File: src/rtl/tw3_pkg.sv
package tw3_pkg;
   localparam int unsigned BYTE_W = 8;
   localparam int unsigned ADDR_W = 5;
   localparam logic [ADDR_W-1:0] BURST_ADDR = '1;

   typedef enum logic [1:0] {
      PH_IDLE,
      PH_CMD,
      PH_DATA,
      PH_HOLD
   } phase_e;

   // command byte, bit 7 down to bit 0
   typedef struct packed {
      logic              wr_ok;
      logic              ram_sel;
      logic [ADDR_W-1:0] addr;
      logic              rd;
   } cmd_t;
endpackage

File: src/rtl/tw3_sync.sv
module tw3_sync #(
   parameter int unsigned STAGES = 2,
   parameter int unsigned W      = 3
) (
   input  logic         clk,
   input  logic         rst_n,
   input  logic [W-1:0] async_i,
   output logic [W-1:0] sync_o
);
   logic [STAGES-1:0][W-1:0] chain_q;

   always_ff @(posedge clk or negedge rst_n) begin
      if (!rst_n) begin
         chain_q <= '0;
      end else begin
         chain_q[0] <= async_i;
         for (int s = 1; s < STAGES; s++) begin
            chain_q[s] <= chain_q[s-1];
         end
      end
   end

   assign sync_o = chain_q[STAGES-1];
endmodule

File: src/rtl/tw3_ctrl.sv
module tw3_ctrl
   import tw3_pkg::*;
#(
   parameter int unsigned BURST_MAX = 31
) (
   input  logic              clk,
   input  logic              rst_n,
   input  logic              en_s,
   input  logic              sck_s,
   input  logic              dat_s,
   output logic              sck_rise_o,
   output logic              sck_fall_o,
   output logic              rd_o,
   output logic              rd_first_o,
   output logic              wr_o,
   output logic              ram_o,
   output logic [ADDR_W-1:0] addr_o,
   output logic [BYTE_W-1:0] wdata_o,
   output logic              adv_o,
   output logic              rd_active_o,
   output logic [2:0]        bit_o
);
   localparam logic [ADDR_W-1:0] LAST_CNT = ADDR_W'(BURST_MAX - 1);

   phase_e            phase_q;
   logic [2:0]        bit_q;
   logic [BYTE_W-2:0] sh_q;
   cmd_t              cmd_q;
   logic              burst_q;
   logic [ADDR_W-1:0] addr_q;
   logic [ADDR_W-1:0] cnt_q;
   logic              en_prev_q;
   logic              sck_prev_q;

   logic              en_rise;
   logic              last_bit;
   logic              last_byte;
   logic [BYTE_W-1:0] byte_w;
   cmd_t              cmd_w;
   logic              cmd_burst;

   assign en_rise    = en_s & ~en_prev_q;
   assign sck_rise_o = sck_s & ~sck_prev_q;
   assign sck_fall_o = ~sck_s & sck_prev_q;
   assign last_bit   = (bit_q == 3'd7);
   assign last_byte  = burst_q && (cnt_q == LAST_CNT);
   assign byte_w     = {dat_s, sh_q};
   assign cmd_w      = cmd_t'(byte_w);
   assign cmd_burst  = (cmd_w.addr == BURST_ADDR);

   assign rd_active_o = en_s && (phase_q == PH_DATA) && cmd_q.rd;
   assign bit_o       = bit_q;

   always_ff @(posedge clk or negedge rst_n) begin
      if (!rst_n) begin
         phase_q    <= PH_IDLE;
         bit_q      <= '0;
         sh_q       <= '0;
         cmd_q      <= '0;
         burst_q    <= 1'b0;
         addr_q     <= '0;
         cnt_q      <= '0;
         en_prev_q  <= 1'b0;
         sck_prev_q <= 1'b0;
         rd_o       <= 1'b0;
         rd_first_o <= 1'b0;
         wr_o       <= 1'b0;
         ram_o      <= 1'b0;
         addr_o     <= '0;
         wdata_o    <= '0;
         adv_o      <= 1'b0;
      end else begin
         en_prev_q  <= en_s;
         sck_prev_q <= sck_s;
         rd_o       <= 1'b0;
         wr_o       <= 1'b0;
         adv_o      <= 1'b0;
         if (!en_s) begin
            phase_q <= PH_IDLE;
            bit_q   <= '0;
         end else begin
            unique case (phase_q)
               PH_IDLE: begin
                  if (en_rise) begin
                     phase_q <= sck_s ? PH_HOLD : PH_CMD;
                     bit_q   <= '0;
                  end
               end
               PH_CMD: begin
                  if (sck_rise_o) begin
                     sh_q  <= {dat_s, sh_q[BYTE_W-2:1]};
                     bit_q <= bit_q + 3'd1;
                     if (last_bit) begin
                        cmd_q   <= cmd_w;
                        burst_q <= cmd_burst;
                        addr_q  <= cmd_burst ? '0 : cmd_w.addr;
                        cnt_q   <= '0;
                        phase_q <= PH_DATA;
                        if (cmd_w.rd) begin
                           rd_o       <= 1'b1;
                           rd_first_o <= 1'b1;
                           ram_o      <= cmd_w.ram_sel;
                           addr_o     <= cmd_burst ? '0 : cmd_w.addr;
                        end
                     end
                  end
               end
               PH_DATA: begin
                  if (sck_rise_o) begin
                     bit_q <= bit_q + 3'd1;
                     if (!cmd_q.rd) begin
                        sh_q <= {dat_s, sh_q[BYTE_W-2:1]};
                     end
                     // prefetch the following burst byte during the last bit
                     if (cmd_q.rd && burst_q && !last_byte && (bit_q == 3'd6)) begin
                        rd_o       <= 1'b1;
                        rd_first_o <= 1'b0;
                        ram_o      <= cmd_q.ram_sel;
                        addr_o     <= addr_q + 1'b1;
                     end
                     if (last_bit) begin
                        if (!cmd_q.rd && cmd_q.wr_ok) begin
                           wr_o    <= 1'b1;
                           ram_o   <= cmd_q.ram_sel;
                           addr_o  <= addr_q;
                           wdata_o <= byte_w;
                        end
                        if (burst_q) begin
                           addr_q <= addr_q + 1'b1;
                           cnt_q  <= cnt_q + 1'b1;
                           if (last_byte) begin
                              phase_q <= PH_HOLD;
                           end else if (cmd_q.rd) begin
                              adv_o <= 1'b1;
                           end
                        end else if (!cmd_q.rd) begin
                           phase_q <= PH_HOLD;
                        end
                     end
                  end
               end
               default: ;
            endcase
         end
      end
   end
endmodule

File: src/rtl/tw3_tx.sv
module tw3_tx
   import tw3_pkg::*;
(
   input  logic              clk,
   input  logic              rst_n,
   input  logic [BYTE_W-1:0] rdata_i,
   input  logic              rd_i,
   input  logic              rd_first_i,
   input  logic              adv_i,
   input  logic              active_i,
   input  logic              sck_rise_i,
   input  logic              sck_fall_i,
   input  logic [2:0]        bit_i,
   output logic              dat_o,
   output logic              oe_o
);
   logic              rd_d_q;
   logic              first_d_q;
   logic [BYTE_W-1:0] cur_q;
   logic [BYTE_W-1:0] nxt_q;

   always_ff @(posedge clk or negedge rst_n) begin
      if (!rst_n) begin
         rd_d_q    <= 1'b0;
         first_d_q <= 1'b0;
         cur_q     <= '0;
         nxt_q     <= '0;
         dat_o     <= 1'b0;
         oe_o      <= 1'b0;
      end else begin
         rd_d_q    <= rd_i;
         first_d_q <= rd_first_i;
         if (rd_d_q) begin
            if (first_d_q) cur_q <= rdata_i;
            else           nxt_q <= rdata_i;
         end
         if (adv_i) begin
            cur_q <= nxt_q;
         end
         if (!active_i || sck_rise_i) begin
            oe_o <= 1'b0;
         end else if (sck_fall_i) begin
            oe_o  <= 1'b1;
            dat_o <= cur_q[bit_i];
         end
      end
   end
endmodule

File: src/rtl/tw3_slave.sv
module tw3_slave
   import tw3_pkg::*;
#(
   parameter int unsigned SYNC_STAGES = 2,
   parameter int unsigned BURST_MAX   = 31
) (
   input  logic       clk,
   input  logic       rst_n,
   input  logic       tw_en_i,
   input  logic       tw_sck_i,
   input  logic       tw_dat_i,
   output logic       tw_dat_o,
   output logic       tw_dat_oe_o,
   output logic       reg_rd_o,
   output logic       reg_wr_o,
   output logic       reg_ram_o,
   output logic [4:0] reg_addr_o,
   output logic [7:0] reg_wdata_o,
   input  logic [7:0] reg_rdata_i
);
   localparam int unsigned LANES = 3;

   generate
      if (SYNC_STAGES < 2) begin : g_bad_sync
         $error("tw3_slave: SYNC_STAGES must be at least 2");
      end
      if ((BURST_MAX < 1) || (BURST_MAX > 31)) begin : g_bad_burst
         $error("tw3_slave: BURST_MAX must lie in 1..31");
      end
   endgenerate

   logic [LANES-1:0] lanes_s;
   logic             sck_rise;
   logic             sck_fall;
   logic             rd_first;
   logic             adv;
   logic             rd_active;
   logic [2:0]       bit_idx;

   tw3_sync #(.STAGES(SYNC_STAGES), .W(LANES)) sync_i (
      .clk     (clk),
      .rst_n   (rst_n),
      .async_i ({tw_en_i, tw_sck_i, tw_dat_i}),
      .sync_o  (lanes_s)
   );

   tw3_ctrl #(.BURST_MAX(BURST_MAX)) ctrl_i (
      .clk         (clk),
      .rst_n       (rst_n),
      .en_s        (lanes_s[2]),
      .sck_s       (lanes_s[1]),
      .dat_s       (lanes_s[0]),
      .sck_rise_o  (sck_rise),
      .sck_fall_o  (sck_fall),
      .rd_o        (reg_rd_o),
      .rd_first_o  (rd_first),
      .wr_o        (reg_wr_o),
      .ram_o       (reg_ram_o),
      .addr_o      (reg_addr_o),
      .wdata_o     (reg_wdata_o),
      .adv_o       (adv),
      .rd_active_o (rd_active),
      .bit_o       (bit_idx)
   );

   tw3_tx tx_i (
      .clk        (clk),
      .rst_n      (rst_n),
      .rdata_i    (reg_rdata_i),
      .rd_i       (reg_rd_o),
      .rd_first_i (rd_first),
      .adv_i      (adv),
      .active_i   (rd_active),
      .sck_rise_i (sck_rise),
      .sck_fall_i (sck_fall),
      .bit_i      (bit_idx),
      .dat_o      (tw_dat_o),
      .oe_o       (tw_dat_oe_o)
   );
endmodule

File: config.mk
export PLATFORM = sky130hd
export DESIGN_NAME = tw3_slave
export DESIGN_NICKNAME = d
export VERILOG_FILES = /design/src/rtl/tw3_pkg.sv /design/src/rtl/tw3_sync.sv /design/src/rtl/tw3_ctrl.sv /design/src/rtl/tw3_tx.sv /design/src/rtl/tw3_slave.sv
export SDC_FILE = /design/constraint.sdc
export NUM_CORES = 1
export LEC_CHECK = 0
export BUFFER_PORTS_ARGS = -buffer_cell sky130_fd_sc_hd__buf_2
export CORE_MARGIN = 3
export CORE_UTILIZATION = 45
export DETAILED_ROUTE_END_ITERATION = 10
export PLACE_DENSITY = 0.65
export SYNTH_ARGS = -nofsm -noshare
export SYNTH_HDL_FRONTEND = slang
export SYNTH_SLANG_ARGS = --single-unit
File: constraint.sdc
create_clock -name clk -period 4.9 [get_ports clk]
set_clock_uncertainty 0.2 [all_clocks]
set_input_delay 0.98 -clock clk [delete_from_list [all_inputs] [get_ports clk]]
set_output_delay 0.98 -clock clk [all_outputs]
set_load 0.05 [all_outputs]
==> results.tsv, run 1 <==
stage	metric	value	unit
outcome	status	completed	
setup_path	CP max FO	30	
cells_and_area	# diodes	0	
clock_network	Clock Path Buffers	2	
logic_synthesis	Main synth FF type	dfrtp_1	
logic_synthesis	Mapped Area	3410	µm²
timing	setup TNS	0	ns
setup_path	max incr delay on CP	0.83	ns
clock_network	root buf cell	clkbuf_8	
power	Int Pwr	1.18	mW
job	max-cap violations	0	
die	Starting Density	46.8	%
cells_and_area	commonest non-fill, non-tap cells in the layout	72 x dfrtp_1, 30 x buf_2, 28 x nand2_1	
placement	Placer Congestion	0.866	
timing	Worst Tran Pin Value	1.00	ns
route	ANT nets after route	0	
logic_synthesis	Syn Nets	325	
power	Peak VDD IR	0.298	mV
clock_network	CTS sink cnt	72	
timing	post-route minimum period	2.73	ns
setup_path	CP startpoint kind	register	
global_routing	gr ovfl total	0	
route	DR DRC count	0	
timing	fin. max-slew vios	0	
power	leakage power	1.78	nW
cells_and_area	layout cell share with drive strength beyond 1	23.8	%
die	io pins	31	
setup_path	Critical Path AT	2.75	ns
route	Via density	5.54	
logic_synthesis	warning count from the yosys run	0	
timing	Setup-failing EPs final	0	
power	power share of the clock group	32.6	%
clock_network	cts-stage hold buffer count	0	
global_routing	pin count of the biggest net entering global routing	32	
die	Horiz. Die Dim	93.0	µm
power	Logic pwr share	25.2	%
clock_network	clk slew on worst S/H paths	0.08	ns
setup_path	Critical Path RT	4.93	ns
die	Rows	31	
power	Sw Pwr	0.576	mW
setup_path	delay-heaviest family, CP	adder cells	
timing	Slew headroom	33.2	%
logic_synthesis	Async S/R FF share, synth	100	%
clock_network	post-CTS sizing	0	
logic_synthesis	Seq cells post-synth	72	
timing	final cycle utilization of the critical path	55.6	%
setup_path	CP endpoint kind	register	
cells_and_area	commonest non-fill, non-tap cell in the layout	dfrtp_1	
route	via count	2431	
global_routing	initial antenna violation count	0	
power	sequential power share	42.2	%
placement	IO buf count	30	
clock_network	clk_lat worst skew	0.34	ns
global_routing	GRT Total Usage	17.3	%
timing	Hold WS	0.152	ns
clock_network	Inserted Clock Buffers	9	
logic_synthesis	number of flops mapped to enable cells by yosys	0	
placement	HPWL after DPL	4860	µm
setup_path	crit path cell chain	inv_1 -> ha_1 -> mux2_2 -> nand2_1 -> mux2_2	
cells_and_area	area grow syn2layout	14.2	%
power	Switching Share	32.9	%
setup_path	CP Buf/Inv Count	1	
logic_synthesis	Avg Cell Area, Syn	11.3	µm²
logic_synthesis	Mapped Cells	302	
logic_synthesis	sequential area share after synthesis	52.8	%
route	1st-iter DRT viols	154	
timing	final hold viol count	0	
cells_and_area	nets@finish	358	
route	Post-Route WL	6840	µm
route	DR WL/cell	15.6	µm
global_routing	vias in the first global route	2332	
setup_path	Crit Path Category	reg -> reg	
clock_network	TritonCTS clock tree	yes	
timing	Highest Clock Rate	367	MHz
die	die height	93.0	µm
timing	unrepaired setup endpoints after global routing	false	
logic_synthesis	Yosys cell types	55	
route	TritonRoute pass-1 iters	4	
setup_path	R2R setup slack	2.17	ns
die	core area	7290	µm²
global_routing	first-pass GRT wire length	11900	µm
clock_network	H-tree lvl count	3	
die	total die area	8660	µm²
setup_path	slowest cell on the critical path	ha_1	
setup_path	Worst path most repeated cell	mux2_2	
min_path	hold crit path type	reg -> reg	
power	PD cells	450	nW/µm²
clock_network	setup bufs post-CTS	0	
[layout make-up]
cell class                 count  area (µm²)
clock buffer                  11         141
fill                         678        3400
inverter                      13        48.8
multi-input combinational    207        1510
clock inverter                 5         104
sequential                    72        1800
timing repair buffer          32         165
tap                           99         124
[per-layer routing]
| metal | GRT usage, % | vias to the layer above | wire length [µm] |
|---|---|---|---|
| li1 | - | 1186 | - |
| met1 | 26.2 | 1168 | 3410 |
| met2 | 25.0 | 66 | 3040 |
| met3 | 2.90 | 11 | 304 |
| met4 | 6.59 | 0 | 89 |
| met5 | 0 | - | 0 |
[metrics by stage]
| stage | cells | setup slack [ns] | utilization [%] | area (µm²) | total power [mW] |
|---|---|---|---|---|---|
| 3_5_place_dp | 423 | 2.22 | 50.0 | 3650 | 1.19 |
| 3_3_place_gp | 423 | 2.29 | 50.0 | 3650 | 1.18 |
| 4_1_cts | 439 | 2.20 | 53.4 | 3890 | 1.76 |
| 2_1_floorplan | 302 | 2.77 | - | 3410 | 1.07 |
| 5_1_grt | 439 | 1.99 | 53.4 | 3890 | 1.85 |
| 6_report | 439 | 2.17 | 53.4 | 3890 | 1.75 |
[sequential cells by signal, indices dropped and copies added, names as in the netlist, 2 cells and up]
signal          count
ctrl_i.addr_o       5
ctrl_i.addr_q       5
ctrl_i.bit_o        3
ctrl_i.cmd_q        3
ctrl_i.cnt_q        5
ctrl_i.phase_q      2
ctrl_i.sh_q         7
ctrl_i.wdata_o      8
sync_i.chain_q      3
sync_i.sync_o       3
tx_i.cur_q          8
tx_i.nxt_q          8
[worst register-to-register path, stage by stage (launching register included)]
cell and delay, ns:
dfrtp_1 0.41, inv_1 0.11, ha_1 0.83, mux2_2 0.45, nand2_1 0.24, mux2_2 0.38
[cells by family (layout without fill, tap and decap cells)]
| group | after synthesis | in the layout | share of synthesized area (%) |
|---|---|---|---|
| AND/OR/NAND/NOR | 79 | 79 | 11.7 |
| AO/OA/AOI/OAI | 74 | 74 | 14.4 |
| flip-flops | 72 | 72 | 52.8 |
| multiplexers | 41 | 41 | 13.8 |
| buffers and inverters | 23 | 61 | 2.90 |
| adder cells (fa/ha/maj) | 10 | 10 | 3.67 |
| XOR/XNOR | 3 | 3 | 0.771 |
[cell usage after synthesis (all sizes together), types with 2 or more instances]
cell type  instances  share of area (%)
a221oi             3               0.95
o21ai             25                3.7
ha                10                3.7
or3                3               0.55
nand2b             2               0.37
nor2b              3               0.55
o221ai             2               0.51
o2111ai            2               0.70
inv               13                1.4
a211o              2               0.51
clkbuf             3               0.37
nand2             28                3.1
o22ai              4               0.73
buf                7                1.1
a211oi             3               0.66
nand4              5               0.92
o32ai              2               0.51
nand3              6               0.88
xor2               2               0.51
mux2              27                8.9
nor2              17                1.9
a21o               2               0.44
nor3               2               0.29
mux2i             12                3.5
nand3b             2               0.44
dfrtp             72                 53
a21oi             13                1.9
and4b              2               0.59
and4               3               0.77
mux4               2                1.3
a31oi              4               0.73
[path summary, 6_finish.rpt]
path,cells after the start,endpoint,start
min reg2reg,0,sync_i.sync_o[2]$_DFF_PN0_,sync_i.chain_q[2]$_DFF_PN0_
max,5,ctrl_i.addr_q[4]$_DFFE_PN0P_,ctrl_i.phase_q[0]$_DFFE_PN0P_
max in group asynchronous,2,ctrl_i.wdata_o[7]$_DFFE_PN0P_,rst_n
min in group asynchronous,1,tx_i.nxt_q[5]$_DFFE_PN0P_,rst_n
min,0,sync_i.sync_o[2]$_DFF_PN0_,sync_i.chain_q[2]$_DFF_PN0_
max reg2reg,5,ctrl_i.addr_q[4]$_DFFE_PN0P_,ctrl_i.phase_q[0]$_DFFE_PN0P_
[power by group through the flow]
stage | Sequential (mW) | Clock [mW] | Combinational, mW
after floorplan | 0.810 | 0 | 0.261
after global placement | 0.748 | 0 | 0.434
after detailed placement | 0.750 | 0 | 0.439
after CTS | 0.738 | 0.584 | 0.442
after global routing | 0.751 | 0.616 | 0.486
final | 0.738 | 0.571 | 0.442
Power figures use the tool's default switching activity.
==> run 2, diff against run 1 <==
Settings changed: PLACE_DENSITY 0.65 to 0.68.
Clock period 4.9 ns to 2.25 ns, I/O delays scaled along.
==> run 2 against run 1 <==
  * Via count up 7.9%
  * Total power up 110%
  * Maximum frequency up 28%
==> results.tsv, run 2 (synthesis gave the netlist of run 1 again) <==
stage	metric	value	unit	change
timing	final hold viol count	0		unchanged
timing	Highest Clock Rate	468	MHz	+28%
setup_path	max incr delay on CP	0.63	ns	-0.20 ns
cells_and_area	# diodes	0		unchanged
setup_path	CP endpoint kind	register		
die	io pins	31		unchanged
outcome	status	completed		
global_routing	initial antenna violation count	0		unchanged
job	max-cap violations	0		unchanged
placement	HPWL after DPL	5170	µm	+6.4%
clock_network	root buf cell	clkbuf_8		
timing	Slew headroom	58.9	%	+26 points
timing	unrepaired setup endpoints after global routing	false		
die	core area	7290	µm²	unchanged
route	Via density	5.69		+2.8%
die	total die area	8660	µm²	unchanged
timing	setup TNS	0	ns	unchanged
setup_path	crit path cell chain	ha_1 -> ha_1 -> nand2_1 -> a2111oi_1 -> o221ai_1 -> o22ai_1		
die	Horiz. Die Dim	93.0	µm	unchanged
clock_network	Clock Path Buffers	2		unchanged
setup_path	Critical Path AT	2.20	ns	-0.55 ns
die	Starting Density	46.8	%	unchanged
route	DR DRC count	0		unchanged
route	ANT nets after route	0		unchanged
setup_path	CP max FO	3		-90%
placement	Placer Congestion	0.930		+7.4%
die	die height	93.0	µm	unchanged
power	PD cells	924	nW/µm²	+110%
timing	Hold WS	0.150	ns	-0.00188 ns
power	Peak VDD IR	0.460	mV	+55%
die	Rows	31		unchanged
placement	Post-DP Area	3800	µm²	+4.0%
cells_and_area	layout cell share with drive strength beyond 1	27.9	%	+4.1 points
setup_path	Crit Path Category	reg -> reg		
route	1st-iter DRT viols	161		+4.5%
route	Post-Route WL	7260	µm	+6.2%
route	via count	2624		+7.9%
setup_path	Worst path most repeated cell	ha_1		
clock_network	clk_lat worst skew	0.34	ns	about the same
timing	final cycle utilization of the critical path	95.0	%	+39 points
timing	Worst Tran Pin Value	0.615	ns	-0.386 ns
global_routing	gr ovfl total	0		unchanged
global_routing	pin count of the biggest net entering global routing	73		+130%
global_routing	vias in the first global route	2577		+11%
cells_and_area	commonest non-fill, non-tap cell in the layout	dfrtp_1		
power	Power, Total	3.74	mW	+110%
setup_path	Critical Path RT	2.32	ns	-2.61 ns
clock_network	TritonCTS clock tree	yes		
route	TritonRoute pass-1 iters	4		unchanged
route	DR WL/cell	15.7	µm	+1.1%
setup_path	CP startpoint kind	register		
clock_network	Inserted Clock Buffers	9		unchanged
power	leakage power	1.87	nW	+4.9%
timing	post-route minimum period	2.14	ns	-0.589 ns
cells_and_area	nets@finish	380		+6.1%
global_routing	GRT Total Usage	18.5	%	+1.2 points
placement	IO buf count	30		unchanged
global_routing	first-pass GRT wire length	12500	µm	+5.5%
cells_and_area	commonest non-fill, non-tap cells in the layout	72 x dfrtp_1, 30 x buf_2, 28 x nand2_1		
timing	Setup-failing EPs final	0		unchanged
min_path	hold crit path type	reg -> reg		
timing	fin. max-slew vios	0		unchanged
cells_and_area	Finished Cell Area	4040	µm²	+3.9%
cells_and_area	top flop regs	ctrl_i.wdata_o: 8 flops, tx_i.cur_q: 8 flops, tx_i.nxt_q: 8 flops		
clock_network	setup bufs post-CTS	0		unchanged
clock_network	CTS sink cnt	72		unchanged
clock_network	clk slew on worst S/H paths	0.08	ns	about the same
cells_and_area	area grow syn2layout	18.6	%	
setup_path	slowest cell on the critical path	a2111oi_1		
clock_network	H-tree lvl count	3		unchanged
## run 2: cell types whose count changed in the layout (fill, tap and decap cells not counted), sizes merged
cell,previous run,this run
buf,32,50
bufinv,3,1
clkbuf,11,10
clkinvlp,0,2
dlygate4sd3,0,4
inv,13,14
## run 2: worst paths after layout
| kind | from | to | slack, ns | cells after the start |
|---|---|---|---|---|
| min in group asynchronous | rst_n | ctrl_i.addr_o[2]$_DFFE_PN0P_ | 0.43 | 3 |
| max in group asynchronous | rst_n | sync_i.chain_q[0]$_DFF_PN0_ | 1.09 | 3 |
| hold / removal | sync_i.chain_q[1]$_DFF_PN0_ | sync_i.sync_o[1]$_DFF_PN0_ | 0.15 | 0 |
| hold reg to reg | sync_i.chain_q[1]$_DFF_PN0_ | sync_i.sync_o[1]$_DFF_PN0_ | 0.15 | 0 |
| setup / recovery | ctrl_i.bit_o[0]$_DFFE_PN0P_ | ctrl_i.addr_o[2]$_DFFE_PN0P_ | 0.11 | 6 |
| setup reg to reg | ctrl_i.bit_o[0]$_DFFE_PN0P_ | ctrl_i.addr_o[2]$_DFFE_PN0P_ | 0.11 | 6 |
## run 2: repair_timing
| item | 4_1_cts | 5_1_grt |
|---|---|---|
| setup endpoints to repair | 0 | 10 |
| hold endpoints to repair | 75 | 0 |
| resized for setup | 0 | 2 |
| hold buffers | 4 | 0 |
## run 2: through the flow
step	setup slack (ns)	utilization, %	instances
after floorplan	0.119	-	302
after global placement	0.107	52.1	441
after detailed placement	0.0877	52.1	441
after CTS	0.0750	55.4	461
after global routing	0.0207	55.5	461
final	0.114	55.5	461
## run 2: layout make-up
| type | instances | area [µm²] |
|---|---|---|
| clock inverter | 6 | 67.6 |
| clock buffer | 10 | 138 |
| timing repair buffer | 54 | 353 |
| multi-input combinational | 207 | 1510 |
| fill | 641 | 3250 |
| inverter | 13 | 48.8 |
| sequential | 72 | 1800 |
| tap | 99 | 124 |
## run 2: where the power goes
part / internal [mW] / switching, mW
Clock: 0.546 / 0.496
Combinational: 0.433 / 0.666
Sequential: 1.44 / 0.152
## run 2: per-layer routing
layer  share of wire [%]  GRT usage (%)
met3                 4.8           4.75
met5                   0              0
met4                 2.6           9.28
met1                  48           25.5
met2                  45           27.2
## run 2: worst max-delay path, delay by kind of cell (launching register included)
| kind | cells | cell delay, ns |
|---|---|---|
| AND/OR/NAND/NOR | 1 | 0.10 |
| adder cells (fa/ha/maj) | 2 | 0.33 |
| AO/OA/AOI/OAI | 3 | 1.08 |
| flip-flops | 1 | 0.35 |
==> run 3, diff against run 2 <==
Settings changed: PLACE_DENSITY 0.68 to 0.67, SYNTH_HIERARCHICAL set to 1.
==> run 3 against run 2 <==
  * Setup slack better by 0.031 ns
  * Synthesized area up 2.4%
  * Count of clock-buffer cells in the layout unchanged
  * Final cell count down 4.1%
  * Core utilization down 1.9 points
  * Total power down 15%
  * Routed wire length down 5.2%
  * Sequential cell count unchanged
  * Highest routed layer unchanged
  * Largest cell class unchanged
  * Sequential share of layout area up 0.89 points
  * Maximum frequency up 1.5%
  * Largest power group unchanged
==> results.tsv, run 3 <==
stage	metric	value	unit	change
route	Post-Route WL	6880	µm	-5.2%
setup_path	worst flop-to-flop path startpoint	ctrl_i/bit_o[0]$_DFFE_PN0P_		
logic_synthesis	Mapped Cells	301		-0.33%
placement	DP Worst Slack	0.0215	ns	-0.0662 ns
logic_synthesis	Async S/R FF share, synth	100	%	unchanged
logic_synthesis	Seq cells post-synth	72		unchanged
die	total die area	8850	µm²	+2.3%
clock_network	setup bufs post-CTS	0		unchanged
die	Starting Density	47.1	%	+0.38 points
route	DR DRC count	0		unchanged
timing	final hold viol count	0		unchanged
route	1st-iter DRT viols	184		+14%
cells_and_area	post-layout util	53.5	%	-1.9 points
logic_synthesis	Synth area leader	dfrtp_1		
global_routing	GRT Total Usage	16.9	%	-1.7 points
cells_and_area	commonest non-fill, non-tap cell in the layout	dfrtp_1		
route	Via density	5.42		-4.8%
placement	HPWL after DPL	5000	µm	-3.4%
die	Horiz. Die Dim	94.1	µm	+1.1%
die	io pins	31		unchanged
logic_synthesis	warning count from the yosys run	6		+6
logic_synthesis	top-count cell post-synth	dfrtp_1		
route	DR WL/cell	15.6	µm	-1.2%
cells_and_area	commonest non-fill, non-tap cells in the layout	72 x dfrtp_1, 30 x buf_2, 28 x mux2_2		
logic_synthesis	Mapped Area	3490	µm²	+2.4%
timing	Setup-failing EPs final	0		unchanged
setup_path	Critical Path AT	2.15	ns	-0.05 ns
die	core area	7410	µm²	+1.6%
placement	Cells after DPL	425		-3.6%
timing	unrepaired setup endpoints after global routing	false		
setup_path	Critical Path RT	2.29	ns	-0.03 ns
route	Highest Signal Layer	met4		
power	Power, Total	3.17	mW	-15%
timing	worst setup margin	0.145	ns	+0.0315 ns
setup_path	delay-heaviest family, CP	simple AND/OR/NAND/NOR gates		
logic_synthesis	Main synth FF type	dfrtp_1		
placement	Placer Congestion	0.845		-9.2%
setup_path	CP startpoint kind	register		
die	die height	94.1	µm	+1.1%
placement	IO buf count	30		unchanged
setup_path	max incr delay on CP	0.42	ns	-0.21 ns
cells_and_area	# diodes	0		unchanged
clock_network	TritonCTS clock tree	yes		
power	Peak VDD IR	0.526	mV	+14%
global_routing	pin count of the biggest net entering global routing	29		-60%
route	TritonRoute pass-1 iters	4		unchanged
global_routing	gr ovfl total	0		unchanged
timing	final cycle utilization of the critical path	93.6	%	-1.4 points
clock_network	Clock Path Buffers	2		unchanged
timing	Highest Clock Rate	475	MHz	+1.5%
cells_and_area	Finished Cell Area	3970	µm²	-1.9%
logic_synthesis	Synth area leaders	dfrtp_1 52%, mux2_2 9.0%, mux2i_1 5.4%		
setup_path	CP endpoint kind	register		
min_path	hold crit path type	in -> reg		
power	leakage power	1.89	nW	+1.3%
clock_network	clk_lat worst skew	0.35	ns	about the same
clock_network	Inserted Clock Buffers	9		unchanged
logic_synthesis	number of flops mapped to enable cells by yosys	0		unchanged
timing	post-route minimum period	2.10	ns	-0.0315 ns
logic_synthesis	Yosys top cell area share	51.6	%	-1.2 points
global_routing	first-pass GRT wire length	11500	µm	-8.1%
setup_path	CP Buf/Inv Count	0		unchanged
timing	Worst Tran Pin Value	0.482	ns	-0.132 ns
placement	Post-DP Area	3750	µm²	-1.1%
setup_path	CP startpoint	ctrl_i/bit_o[0]$_DFFE_PN0P_		
setup_path	slowest cell on the critical path	dfrtp_1		
min_path	Hold Crit Start	tw_sck_i		
clock_network	root buf cell	clkbuf_8		
route	WL met2	3230	µm	-1.2%
setup_path	CP max FO	4		+1
timing	Hold WS	0.0111	ns	-0.139 ns
global_routing	vias in the first global route	2346		-9.0%
logic_synthesis	sequential area share after synthesis	51.6	%	-1.2 points
clock_network	H-tree lvl count	3		unchanged
route	M1 WL	3230	µm	-6.5%
clock_network	CTS sink cnt	72		unchanged
die	Rows	31		unchanged
outcome	status	completed		
power	PD cells	800	nW/µm²	-13%
clock_network	clk slew on worst S/H paths	0.08	ns	about the same
cells_and_area	fin cells	442		-4.1%
cells_and_area	layout cell share with drive strength beyond 1	26.8	%	-1.1 points
cells_and_area	top flop regs	ctrl_i/wdata_o: 8 flops, tx_i/cur_q: 8 flops, tx_i/nxt_q: 8 flops		
setup_path	crit path cell chain	ha_1 -> ha_1 -> and3_1 -> o21ai_0 -> nor3_1 -> nor3_1		
cells_and_area	area grow syn2layout	13.5	%	
logic_synthesis	Avg Cell Area, Syn	11.6	µm²	+2.8%
logic_synthesis	Yosys cell types	49		-11%
route	ANT nets after route	0		unchanged
cells_and_area	nets@finish	362		-4.7%
global_routing	initial antenna violation count	0		unchanged
logic_synthesis	top post-synthesis cells by count	72 x dfrtp_1, 28 x mux2_2, 22 x nand2_1, 19 x mux2i_1, 19 x o21ai_0		
timing	setup TNS	0	ns	unchanged
logic_synthesis	Syn Nets	323		-0.62%
route	via count	2395		-8.7%
timing	fin. max-slew vios	0		unchanged
job	max-cap violations	0		unchanged
timing	Slew headroom	67.5	%	+8.6 points
route	met3 WL	288	µm	-17%
setup_path	Crit Path Category	reg -> reg		
-- run 3: cell count changes after synthesis, sizes merged, moves of 5 or more --
| cell | change |
|---|---|
| a21oi | -7 |
| buf | +7 |
| mux2i | +7 |
| nand2 | -5 |
| o21ai | -5 |
-- run 3: metal layers --
layer	vias up	GRT usage (%)
met1	1163	23.1
met3	14	3.04
met2	61	25.5
met4	0	8.66
li1	1157	-
met5	-	0
-- run 3: worst reg2reg max path: stages (launching register included) --
cell and delay, ns:
dfrtp_1 0.42, ha_1 0.22, ha_1 0.22, and3_1 0.18, o21ai_0 0.42, nor3_1 0.09, nor3_1 0.25
-- run 3: area by class of cell --
type | count | area, µm²
fill | 672 | 3440
sequential | 72 | 1800
multi-input combinational | 201 | 1530
timing repair buffer | 45 | 295
clock buffer | 10 | 128
tap | 99 | 124
clock inverter | 4 | 47.5
inverter | 11 | 41.3
-- run 3: final timing paths --
kind                                                 to  slack, ns  cells after the start
max                            ctrl_i/ram_o$_DFFE_PN0P_       0.15                      6
min                         sync_i/chain_q[1]$_DFF_PN0_       0.01                      1
max reg2reg                    ctrl_i/ram_o$_DFFE_PN0P_       0.15                      6
min reg2reg                  sync_i/sync_o[2]$_DFF_PN0_       0.15                      0
max in group asynchronous  ctrl_i/addr_o[3]$_DFFE_PN0P_       0.94                      3
min in group asynchronous     tx_i/nxt_q[0]$_DFFE_PN0P_       0.39                      2
-- run 3: power by group --
| part | leakage [nW] | switching, mW | internal (mW) |
|---|---|---|---|
| sequential | 0.914 | 0.121 | 1.41 |
| clock | 0.0880 | 0.450 | 0.496 |
| combinational | 0.891 | 0.415 | 0.278 |
-- run 3: what timing repair did --
item | CTS | global route
setup endpoints to repair | 0 | 17
hold buffers | 3 | 0
hold endpoints to repair | 19 | 0
gates resized for setup | 0 | 3
-- run 3: kinds of logic after synthesis --
group / share of synthesized area, %
XOR/XNOR: 1.00
adder cells (fa/ha/maj): 3.22
flip-flops: 51.6
buffers and inverters: 4.80
AO/OA/AOI/OAI: 9.75
multiplexers: 15.8
AND/OR/NAND/NOR: 13.9
